`src/rtl/pfc_pkg.sv`:
```
package pfc_pkg;
  typedef enum logic {
    PH_OFF = 1'b0,
    PH_ON  = 1'b1
  } pfc_phase_e;
endpackage

```
`src/rtl/pfc_zcd_arm.sv`:
```
module pfc_zcd_arm (
  input  logic clk,
  input  logic rst_n,
  input  logic zcd,
  output logic trig
);
  logic zcd_q;
  logic armed;
  logic rise;
  logic fall;

  assign rise = zcd & ~zcd_q;
  assign fall = ~zcd & zcd_q;
  assign trig = armed & fall;

  always_ff @(posedge clk) begin
    if (!rst_n) begin
      zcd_q <= 1'b0;
      armed <= 1'b0;
    end else begin
      zcd_q <= zcd;
      if (rise)      armed <= 1'b1;
      else if (fall) armed <= 1'b0;
    end
  end
endmodule

```
`src/rtl/pfc_sat_cnt.sv`:
```
module pfc_sat_cnt #(
  parameter int TERM = 4,
  parameter int W    = (TERM < 1) ? 1 : $clog2(TERM + 1)
) (
  input  logic         clk,
  input  logic         rst_n,
  input  logic         clr,
  output logic [W-1:0] cnt,
  output logic         at_lim
);
  localparam logic [W-1:0] TERM_V = W'(TERM);

  assign at_lim = (cnt == TERM_V);

  always_ff @(posedge clk) begin
    if (!rst_n)       cnt <= '0;
    else if (clr)     cnt <= '0;
    else if (!at_lim) cnt <= cnt + 1'b1;
  end
endmodule

```
`src/rtl/pfc_gate_ctrl.sv`:
```
module pfc_gate_ctrl #(
  parameter int BLANK_CYC  = 50,
  parameter int MAX_ON_CYC = 1250,
  parameter int START_CYC  = 16667
) (
  input  logic clk,
  input  logic rst_n,
  input  logic en,
  input  logic zcd,
  input  logic cs_ref,
  input  logic cs_sat,
  input  logic ovp,
  output logic gate
);
  import pfc_pkg::*;

  localparam int ON_TERM = MAX_ON_CYC - 1;
  localparam int ST_TERM = START_CYC - 1;
  localparam int ON_W    = (ON_TERM < 1) ? 1 : $clog2(ON_TERM + 1);
  localparam int ST_W    = (ST_TERM < 1) ? 1 : $clog2(ST_TERM + 1);
  localparam logic [ON_W-1:0] BLANK_V = ON_W'(BLANK_CYC);

  pfc_phase_e phase;
  pfc_phase_e phase_nxt;
  logic       trig;
  logic       stop;
  logic       turn_on;
  logic       blank_done;
  logic [ON_W-1:0] on_cnt;
  logic       on_at_lim;
  logic [ST_W-1:0] st_cnt;
  logic       start_due;

  pfc_zcd_arm i_zcd (
    .clk   (clk),
    .rst_n (rst_n),
    .zcd   (zcd),
    .trig  (trig)
  );

  pfc_sat_cnt #(.TERM(ON_TERM), .W(ON_W)) i_on_cnt (
    .clk    (clk),
    .rst_n  (rst_n),
    .clr    (turn_on),
    .cnt    (on_cnt),
    .at_lim (on_at_lim)
  );

  pfc_sat_cnt #(.TERM(ST_TERM), .W(ST_W)) i_starter (
    .clk    (clk),
    .rst_n  (rst_n),
    .clr    (turn_on),
    .cnt    (st_cnt),
    .at_lim (start_due)
  );

  assign stop       = ~en | ovp | cs_sat;
  assign blank_done = (on_cnt >= BLANK_V);
  assign turn_on    = (phase == PH_OFF) && (phase_nxt == PH_ON);

  always_comb begin
    phase_nxt = phase;
    unique case (phase)
      PH_OFF: if (!stop && (trig || start_due)) phase_nxt = PH_ON;
      PH_ON:  if (stop || (blank_done && cs_ref) || on_at_lim) phase_nxt = PH_OFF;
      default: phase_nxt = PH_OFF;
    endcase
  end

  always_ff @(posedge clk) begin
    if (!rst_n) phase <= PH_OFF;
    else        phase <= phase_nxt;
  end

  assign gate = (phase == PH_ON);
endmodule

```
`config.mk`:
```
export PLATFORM = sky130hd
export DESIGN_NAME = pfc_gate_ctrl
export DESIGN_NICKNAME = d
export VERILOG_FILES = /design/src/rtl/pfc_pkg.sv /design/src/rtl/pfc_zcd_arm.sv /design/src/rtl/pfc_sat_cnt.sv /design/src/rtl/pfc_gate_ctrl.sv
export SDC_FILE = /design/constraint.sdc
export NUM_CORES = 1
export LEC_CHECK = 0
export BUFFER_PORTS_ARGS = -buffer_cell sky130_fd_sc_hd__buf_2
export CAP_MARGIN = 30
export CORE_UTILIZATION = 40
export CTS_BUF_LIST = sky130_fd_sc_hd__clkbuf_4
export DETAILED_ROUTE_END_ITERATION = 7
export PLACE_DENSITY = 0.65
export SETUP_SLACK_MARGIN = 0.3
export SYNTH_ARGS = -nofsm -noshare
export SYNTH_HDL_FRONTEND = slang
export SYNTH_HIERARCHICAL = 1
export SYNTH_SLANG_ARGS = --single-unit
```
`constraint.sdc`:
```
create_clock -name clk -period 3.2 [get_ports clk]
set_clock_uncertainty 0.15 [all_clocks]
set_input_delay 0.8 -clock clk [delete_from_list [all_inputs] [get_ports clk]]
set_output_delay 0.8 -clock clk [all_outputs]
set_load 0.03 [all_outputs]
```
# Yosys cells after proc, flatten, opt, wreduce, memory -nomap -nowiden
# Cells that the tools add are included.
classes:
  n_reduce_logical: 9
  bitwise_logic: 10
  div_mod_pow: 0
  n_addsub: 2
  n_eq_ne: 2
  n_lt_le_gt_ge: 1
  n_mul: 0
  n_shift: 0
  muxes: 5
ops:
  columns: ["op", "count"]
  rows:
  - ["$add 15x1->15 const B", 1]
  - ["$eq 15x15->1 const B", 1]
  - ["$add 11x1->11 const B", 1]
  - ["$eq 11x11->1 const B", 1]
  - ["$ge 11x6->1 const B", 1]
  - ["$not 1->1", 5]
  - ["$mux 1", 4]
  - ["$and 1x1->1", 3]
  - ["$logic_and 1x1->1", 3]
  - ["$logic_or 1x1->1", 3]
  - ["$or 1x1->1", 2]
  - ["$pmux 1 s2", 1]
  - ["$reduce_bool 2->1", 1]
  - ["$reduce_or 2->1", 1]
  - ["$logic_not 1->1", 1]
totals:
  mem_bits_rw: 0
  register_bits: 29
  rom_bits: 0
  latchBits: 0
  memories: 0

# Longest topological paths before layout
# Gate-level depths: netlist of run 1.
depth:
  ltp_word: 9
  depth_mapped: 12
  depth_no_buf: 11

# Cells and area by module
# The synthesis of run 1 kept the hierarchy.
by_module_without_submodules:
  columns: ["mod", "cells_per_inst", "instances", "area_each_um2"]
  rows:
  - ["pfc_sat_cnt (i_starter)", 79, 1, 715.7]
  - ["pfc_sat_cnt (i_on_cnt)", 61, 1, 565.5]
  - ["pfc_zcd_arm", 10, 1, 101.3]
  - ["pfc_gate_ctrl", 12, 1, 87.6]

# Worst setup path before layout of run 1
# Ideal clock, no wire load.
synth_path:
  kind: "input-to-reg"
  startpoint: "input zcd"
  endpoint: "register i_on_cnt.cnt[1]"
  arrival_ns: 2.016
  path_slack_ns: 0.913
  stages: 10
  t_required_ns: 2.929
  cell_sequence: "inv_1 ha_1 and2_1 o21ba_2 nand2_1 inv_1 nand2b_1 clkbuf_1 nor2_1 mux2_4"
synth_via:
  elab_chain_cells: 9
synth_rtl:
  columns: ["element", "line", "text"]
  rows:
  - ["start, declared", "pfc_gate_ctrl.sv:9", "input logic zcd,"]
  - ["$not 1->1", "pfc_zcd_arm.sv:13", "assign fall = ~zcd & zcd_q;"]
  - ["$and 1x1->1", "pfc_zcd_arm.sv:13", null]
  - ["$and 1x1->1", "pfc_zcd_arm.sv:14", "assign trig = armed & fall;"]
  - ["named net trig", "pfc_gate_ctrl.sv:25", "logic trig;"]
  - ["$logic_or 1x1->1", "pfc_gate_ctrl.sv:64", "PH_OFF: if (!stop && (trig || start_due)) phase_nxt = PH_ON;"]
  - ["$logic_and 1x1->1", "pfc_gate_ctrl.sv:64", null]
  - ["$mux 1", "pfc_gate_ctrl.sv:64", null]
  - ["$pmux 1 s2", "pfc_gate_ctrl.sv:63", "unique case (phase)"]
  - ["$logic_and 1x1->1", "pfc_gate_ctrl.sv:59", "assign turn_on = (phase == PH_OFF) && (phase_nxt == PH_ON);"]
  - ["named net turn_on", "pfc_gate_ctrl.sv:27", "logic turn_on;"]
  - ["$reduce_or 2->1 (no line)", null, null]
  - ["end signal, assigned", "pfc_sat_cnt.sv:18", "else if (!at_lim) cnt <= cnt + 1'b1;"]
  - ["end, declared", "pfc_sat_cnt.sv:8", "output logic [W-1:0] cnt,"]
# The timed path passes the listed nets, and every way through them passes these cells.
# A chain may end at the register's enable or synchronous reset.

# Final worst setup path of run 1
layout_path:
  startpoint: "register i_starter.cnt[0]"
  endpoint: "register i_on_cnt.cnt[1]"
layout_via:
  elab_chain_cells: 7
layout_rtl:
  columns: ["element", "line", "text"]
  rows:
  - ["start, declared", "pfc_sat_cnt.sv:8", null]
  - ["start signal, assigned", "pfc_sat_cnt.sv:18", null]
  - ["$eq 15x15->1", "pfc_sat_cnt.sv:13", "assign at_lim = (cnt == TERM_V);"]
  - ["named net start_due", "pfc_gate_ctrl.sv:32", "logic start_due;"]
  - ["$logic_or 1x1->1", "pfc_gate_ctrl.sv:64", null]
  - ["$logic_and 1x1->1", "pfc_gate_ctrl.sv:64", null]
  - ["$mux 1", "pfc_gate_ctrl.sv:64", null]
  - ["$pmux 1 s2", "pfc_gate_ctrl.sv:63", null]
  - ["$logic_and 1x1->1", "pfc_gate_ctrl.sv:59", null]
  - ["named net turn_on", "pfc_gate_ctrl.sv:27", null]
  - ["$reduce_or 2->1 (no line)", null, null]
# The timed path passes the listed nets, and every way through them passes these cells.

==> results of run 1 <==
logic make-up after synthesis:
family | count (synthesis)
xor+xnor | 13
simple gates | 76
buf+inv | 11
mux | 2
compound gates | 25
fa+ha+maj | 6
flops | 29
cells in the final DEF, fill, tap and decap left out, types with 3 or more instances in the layout:
cell type | netlist | final
nor2b_1 | 3 | 3
or3_1 | 5 | 5
dfxtp_1 | 29 | 29
inv_1 | 7 | 7
nor2_1 | 17 | 17
nor4b_1 | 3 | 3
a21oi_1 | 8 | 8
nand4_1 | 5 | 5
ha_1 | 6 | 6
clkbuf_4 | 0 | 6
o21ai_0 | 5 | 5
nand2_1 | 8 | 8
nand3_1 | 10 | 10
buf_2 | 0 | 7
nand2b_1 | 4 | 4
xor2_1 | 12 | 12
and2_1 | 5 | 5
o31ai_1 | 3 | 3
Yosys cell counts (2+ instances only):
cell,number
nand3b_1,2
nand2b_1,4
xor2_1,12
clkbuf_1,3
nand4_1,5
o31ai_1,3
o21ai_0,5
nor4b_1,3
inv_1,7
or4_1,2
nand2_1,8
dfxtp_1,29
ha_1,6
nor2_1,17
and2_1,5
a21oi_1,8
nor2b_1,3
and4_1,2
nand3_1,10
nor3b_1,2
or3_1,5
final cells by class:
type | count | area share, %
clock inverters | 2 | 0.627
multi-input cells | 122 | 52.7
inverters | 7 | 1.65
well taps | 46 | 3.61
clock buffers | 6 | 2.82
repair buffers | 7 | 2.20
flip-flops and latches | 29 | 36.4
worst register-to-register path: cells and delay by family, from the launching register on:
family | cells | cell delay, ns
flops | 1 | 0.36
fa+ha+maj | 1 | 0.14
mux | 1 | 0.27
simple gates | 5 | 1.10
buf+inv | 3 | 0.29
compound gates | 1 | 0.16
flip-flops by register name, summed over array words and instances, names as in the netlist:
name and flops:
i_starter/cnt 15, i_on_cnt/cnt 11, gate 1, i_zcd/armed 1
i_zcd/zcd_q 1
worst max path at each step:
stage	startpoint	to	slack, ns	cells after the start
floorplan	zcd	i_on_cnt/cnt[1]	0.91	10
global placement	i_starter/cnt[0]	i_on_cnt/cnt[1]	0.73	11
detailed placement	i_starter/cnt[0]	i_on_cnt/cnt[1]	0.62	11
CTS	i_starter/cnt[0]	i_on_cnt/cnt[1]	0.58	11
global route	i_starter/cnt[0]	i_on_cnt/cnt[1]	0.35	11
finish	i_starter/cnt[0]	i_on_cnt/cnt[1]	0.63	11
routing by layer:
| metal | vias to the layer above | wire length (microns) | track usage, % |
|---|---|---|---|
| met5 | - | 0 | 0 |
| met4 | 0 | 51 | 7.27 |
| li1 | 598 | - | - |
| met3 | 6 | 73 | 4.38 |
| met2 | 16 | 1500 | 30.7 |
| met1 | 567 | 1230 | 17.7 |
per-stage QoR:
step / setup slack [ns] / cell area (sq um)
final: 0.631 / 1600
after global routing: 0.347 / 1600
after CTS: 0.575 / 1600
after detailed placement: 0.618 / 1540
after global placement: 0.725 / 1540
after floorplan: 0.913 / 1470
power by group:
part / switching, mW / internal (mW)
sequential: 0.00983 / 0.369
combinational: 0.0209 / 0.0194
clock: 0.128 / 0.0920
total: 0.159 / 0.480
==> out/results.ini, run 1 <==
[status]
status=complete, no violations

[logic_synthesis]
yosys.area_share.simple_pct=31.7
yosys.area_share.adder_pct=5.11
synth_seq_cells=29
ys_seq_area_share_pct=39.5
synth_cell_types=42
yosys-top-cells-area=dfxtp_1 (39%), xor2_1 (7.1%), ha_1 (5.1%)
synth_compound_area_share_pct=11.0
synth_top_area_share_pct=39.5
syn_area_per_cell_sq_um=9.08
synthXorXnorAreaFrac_pct=7.74
netlist_instances=162
synth_top_area_cell=dfxtp_1
syn_nets=175
synth_ff_type=dfxtp_1
synthesis.area_sq_um=1470
muxShareOfSynthArea_pct=1.70
async_flop_share_pct=0
yosysWarnings=6
synth_top_family_by_area=simple AND/OR/NAND/NOR gates
synth-edff-count=0

[grt]
grt_max_degree=16
grt_pass1_vias=1252
grt_use_total_pct=16.7
grt_pass1_wl_mm=5.22
antenna_found_initial=0
overflow=0

[floorplan]
fp.dieH_microns=62.6
fp-row-count=21
die_w_microns=62.6
core_sq_um=3420
ios=8
die_area_sq_um=3920
start_util_pct=43.0

[worst_hold_path]
min-delay-start=i_starter/cnt[14]
min_to=i_starter/cnt[14]
worstHoldPathType=flop to flop
min_path_cells=2

[timing]
grt_setup_unrepaired=no
min_period_over_period_pct=80.3
worstMarginPinSlew_ns=0.528
relSlewSlack_pct=64.8
setup_viol=0
max_freq_mhz=389
fin_crit_ns=2.57
hold_slack_ns=0.358
setup-tns-final_ns=0
drv_slew=0
hold_viol=0

[finish]
fill_cells=338
fin_cells=219
diodes=0
area_growth_pct=8.51
utilization_pct=46.7
drive_gt1_share_pct=12.7
multi_input_area_sq_um=841
fin_nets=185
seqCellArea_sq_um=581

[place]
hpwl_mm=2.11
port_buffers=7
placed_cells=211
gp_congestion=0.822

[cts]
ctsHoldBuffers=0
clkTransAtPathRegs_ns=0.10
cts_resized=0
h-tree-depth=2
cts.sinks=29
cts-buffers-inserted=5
postCtsSetupBuffers=0
clk_latency_ns=0.33
clockRootBuffer=clkbuf_4
cts_tree=done
cts_buffer_depth=2

[job]
maxCapViolCount=0

[worst_setup_path]
path_cells=inv_1 > ha_1 > nor4b_1 > nand4_1 > inv_1 > o21ba_2 > nand2_1 > inv_1 > nand2b_1 > nor2_1 > mux2_4
reg2regPathDepth=11
cp.arrival_ns=2.64
cpMostUsedCell=inv_1
startpoint_type=flop
critPathMaxFanout=11
crit_slowest_cell=dfxtp_1
r2r-end=i_on_cnt/cnt[1]
max_stage_delay_ns=0.36
cp_top_family=simple AND/OR/NAND/NOR gates
critPathCaptureType=flop
reg2reg_slack_ns=0.63
rr_startpoint=i_starter/cnt[0]
critical_path_class=flop to flop
crit_buf_inv=3
required_ns=3.27

[detailed_routing]
drt_iter0_drc=76
firstDrtPassIters=4
final_antenna_net_count=0
drc_errors=0
avgViaCountPerCell=5.42
vias=1187
routed_wirelength_mm=2.86
avgRoutedWirePerCell_microns=13.1

[power]
power_mw=0.639
power_density_nw_per_um2=400
p_leak_nw=0.615
ir_worst_vdd_uv=217

Note: power is estimated with default switching activity, not from simulation.
==> run 2: changes to the inputs <==
==> constraint.sdc (replaced) <==
create_clock -name clk -period 2.5 [get_ports clk]
set_clock_uncertainty 0.15 [all_clocks]
set_input_delay 0.625 -clock clk [delete_from_list [all_inputs] [get_ports clk]]
set_output_delay 0.625 -clock clk [all_outputs]
set_load 0.03 [all_outputs]
==> run 2 against run 1 <==
First-iteration DRC count is 3.9% lower; setup slack lost 0.18 ns; sequential power increased by 28%; cell count up 1.8%; critical endpoint is now i_on_cnt/cnt[0]; global-route usage increased by 0.84 points; clock power up 120%.
==> out/results.ini, run 2 (synthesized netlist as in run 1, its figures left out) <==
[status]
status=complete, no violations

[finish]
stdcell_area_sq_um=1690  ; +5.6%
multi_input_area_sq_um=852  ; +1.3%
utilization_pct=49.3  ; +2.6 points
fin_nets=189  ; +2.2%
regMostFlops=i_starter/cnt
reg_top3=i_starter/cnt: 15 flops, i_on_cnt/cnt: 11 flops
fin_cells=223  ; +1.8%
final_common_cell=dfxtp_1
area_growth_pct=14.6
seqCellArea_sq_um=582  ; +0.22%
drive_gt1_share_pct=17.5  ; +4.8 points
diodes=0  ; unchanged
fill_cells=328  ; -3.0%
layout_common_cells=dfxtp_1 (28), nor2_1 (17), xor2_1 (12)
largest_register_ffs=15  ; unchanged

[detailed_routing]
drc_errors=0  ; unchanged
final_antenna_net_count=0  ; unchanged
avgRoutedWirePerCell_microns=12.9  ; -1.0%
routed_wirelength_mm=2.88  ; +0.77%
drt_iter0_drc=73  ; -3.9%
vias=1204  ; +1.4%
firstDrtPassIters=6  ; +2
avgViaCountPerCell=5.40  ; -0.39%

[timing]
fin_crit_ns=2.05  ; -0.517 ns
setup-tns-final_ns=0  ; unchanged
setup_viol=0  ; unchanged
hold_slack_ns=0.330  ; -0.0280 ns
max_freq_mhz=487  ; +25%
min_period_over_period_pct=82.1  ; +1.8 points
relSlewSlack_pct=76.9  ; +12 points
drv_slew=0  ; unchanged
grt_setup_unrepaired=no
worst_slack_ns=0.448  ; -0.183 ns
worstMarginPinSlew_ns=0.347  ; -0.181 ns
hold_viol=0  ; unchanged

[place]
port_buffers=7  ; unchanged
placed_area_sq_um=1570  ; +1.9%
gp_congestion=0.815  ; -0.86%
hpwl_mm=2.18  ; +3.6%
pre_cts_slack_ns=0.246  ; -0.371 ns
placed_cells=215  ; +1.9%

[worst_setup_path]
crit_slowest_cell=dfxtp_2
max_stage_delay_ns=0.37  ; about the same
critical_path_class=flop to flop
required_ns=2.60  ; -0.67 ns
cp.arrival_ns=2.15  ; -0.49 ns
path_cells=inv_1 > ha_1 > nor4b_2 > nand4_1 > inv_1 > o21ba_2 > nand2_1 > inv_2 > nand2b_1 > buf_4 > nor3b_1
critPathCaptureType=flop
cpMostUsedCell=inv_1
critPathMaxFanout=9  ; -2
startpoint_type=flop

[grt]
grt_pass1_wl_mm=5.42  ; +3.8%
grt_pass1_vias=1266  ; +1.1%
antenna_found_initial=0  ; unchanged
grt_max_degree=11  ; -5
overflow=0  ; unchanged
grt_use_total_pct=17.5  ; +0.84 points

[floorplan]
die_w_microns=62.6  ; unchanged
fp.dieH_microns=62.6  ; unchanged
die_area_sq_um=3920  ; unchanged
core_sq_um=3420  ; unchanged
start_util_pct=43.0  ; unchanged
ios=8  ; unchanged
fp-row-count=21  ; unchanged

[power]
p_leak_nw=0.655  ; +6.4%
power_density_nw_per_um2=606  ; +51%
ir_worst_vdd_uv=501  ; +130%
power_mw=1.02  ; +60%

[cts]
clk_latency_ns=0.32  ; about the same
clockRootBuffer=clkbuf_4
clkTransAtPathRegs_ns=0.09  ; about the same
cts_buffer_depth=2  ; unchanged
cts_resized=0  ; unchanged
cts-buffers-inserted=5  ; unchanged
postCtsSetupBuffers=0  ; unchanged
cts.sinks=29  ; unchanged
ctsHoldBuffers=0  ; unchanged
h-tree-depth=2  ; unchanged
cts_tree=done

[worst_hold_path]
worstHoldPathType=input pin to flop

[job]
maxCapViolCount=0  ; unchanged

-- run 2: final cells by class --
| type | instances | share of cell area (%) |
|---|---|---|
| Clock buffer | 5 | 2.23 |
| Tap cell | 46 | 3.41 |
| Multi-Input combinational cell | 122 | 50.6 |
| Inverter | 7 | 1.56 |
| Clock inverter | 3 | 3.86 |
| Sequential cell | 29 | 34.5 |
| Timing Repair Buffer | 11 | 3.86 |
-- run 2: final timing paths --
kind | slack (ns) | startpoint | cells past startpoint | endpoint
max | 0.45 | i_starter/cnt[0] | 11 | i_on_cnt/cnt[0]
min | 0.33 | cs_ref | 2 | gate
max reg2reg | 0.45 | i_starter/cnt[0] | 11 | i_on_cnt/cnt[0]
min reg2reg | 0.35 | i_starter/cnt[14] | 2 | i_starter/cnt[14]
-- run 2: routing by layer --
layer	share of wire (%)	vias up	GRT usage (%)
met5	0	-	0
met1	42	579	19.3
met2	54	14	30.6
met4	1.9	0	8.43
li1	-	605	-
met3	2.5	6	5.11
-- run 2: critical path: cells and delay by family, from the launching register on --
kind | cells | cell delay [ns]
DFF | 1 | 0.37
AOI/OAI and AO/OA | 1 | 0.22
and+or+nand+nor | 5 | 0.72
adders and majority gates | 1 | 0.18
buffers and inverters | 4 | 0.33
-- run 2: power by group --
part	total (mW)	switching [mW]	internal (mW)	leakage, nW
clock	0.478	0.169	0.310	0.0552
combinational	0.0587	0.0295	0.0291	0.364
sequential	0.484	0.0121	0.472	0.235
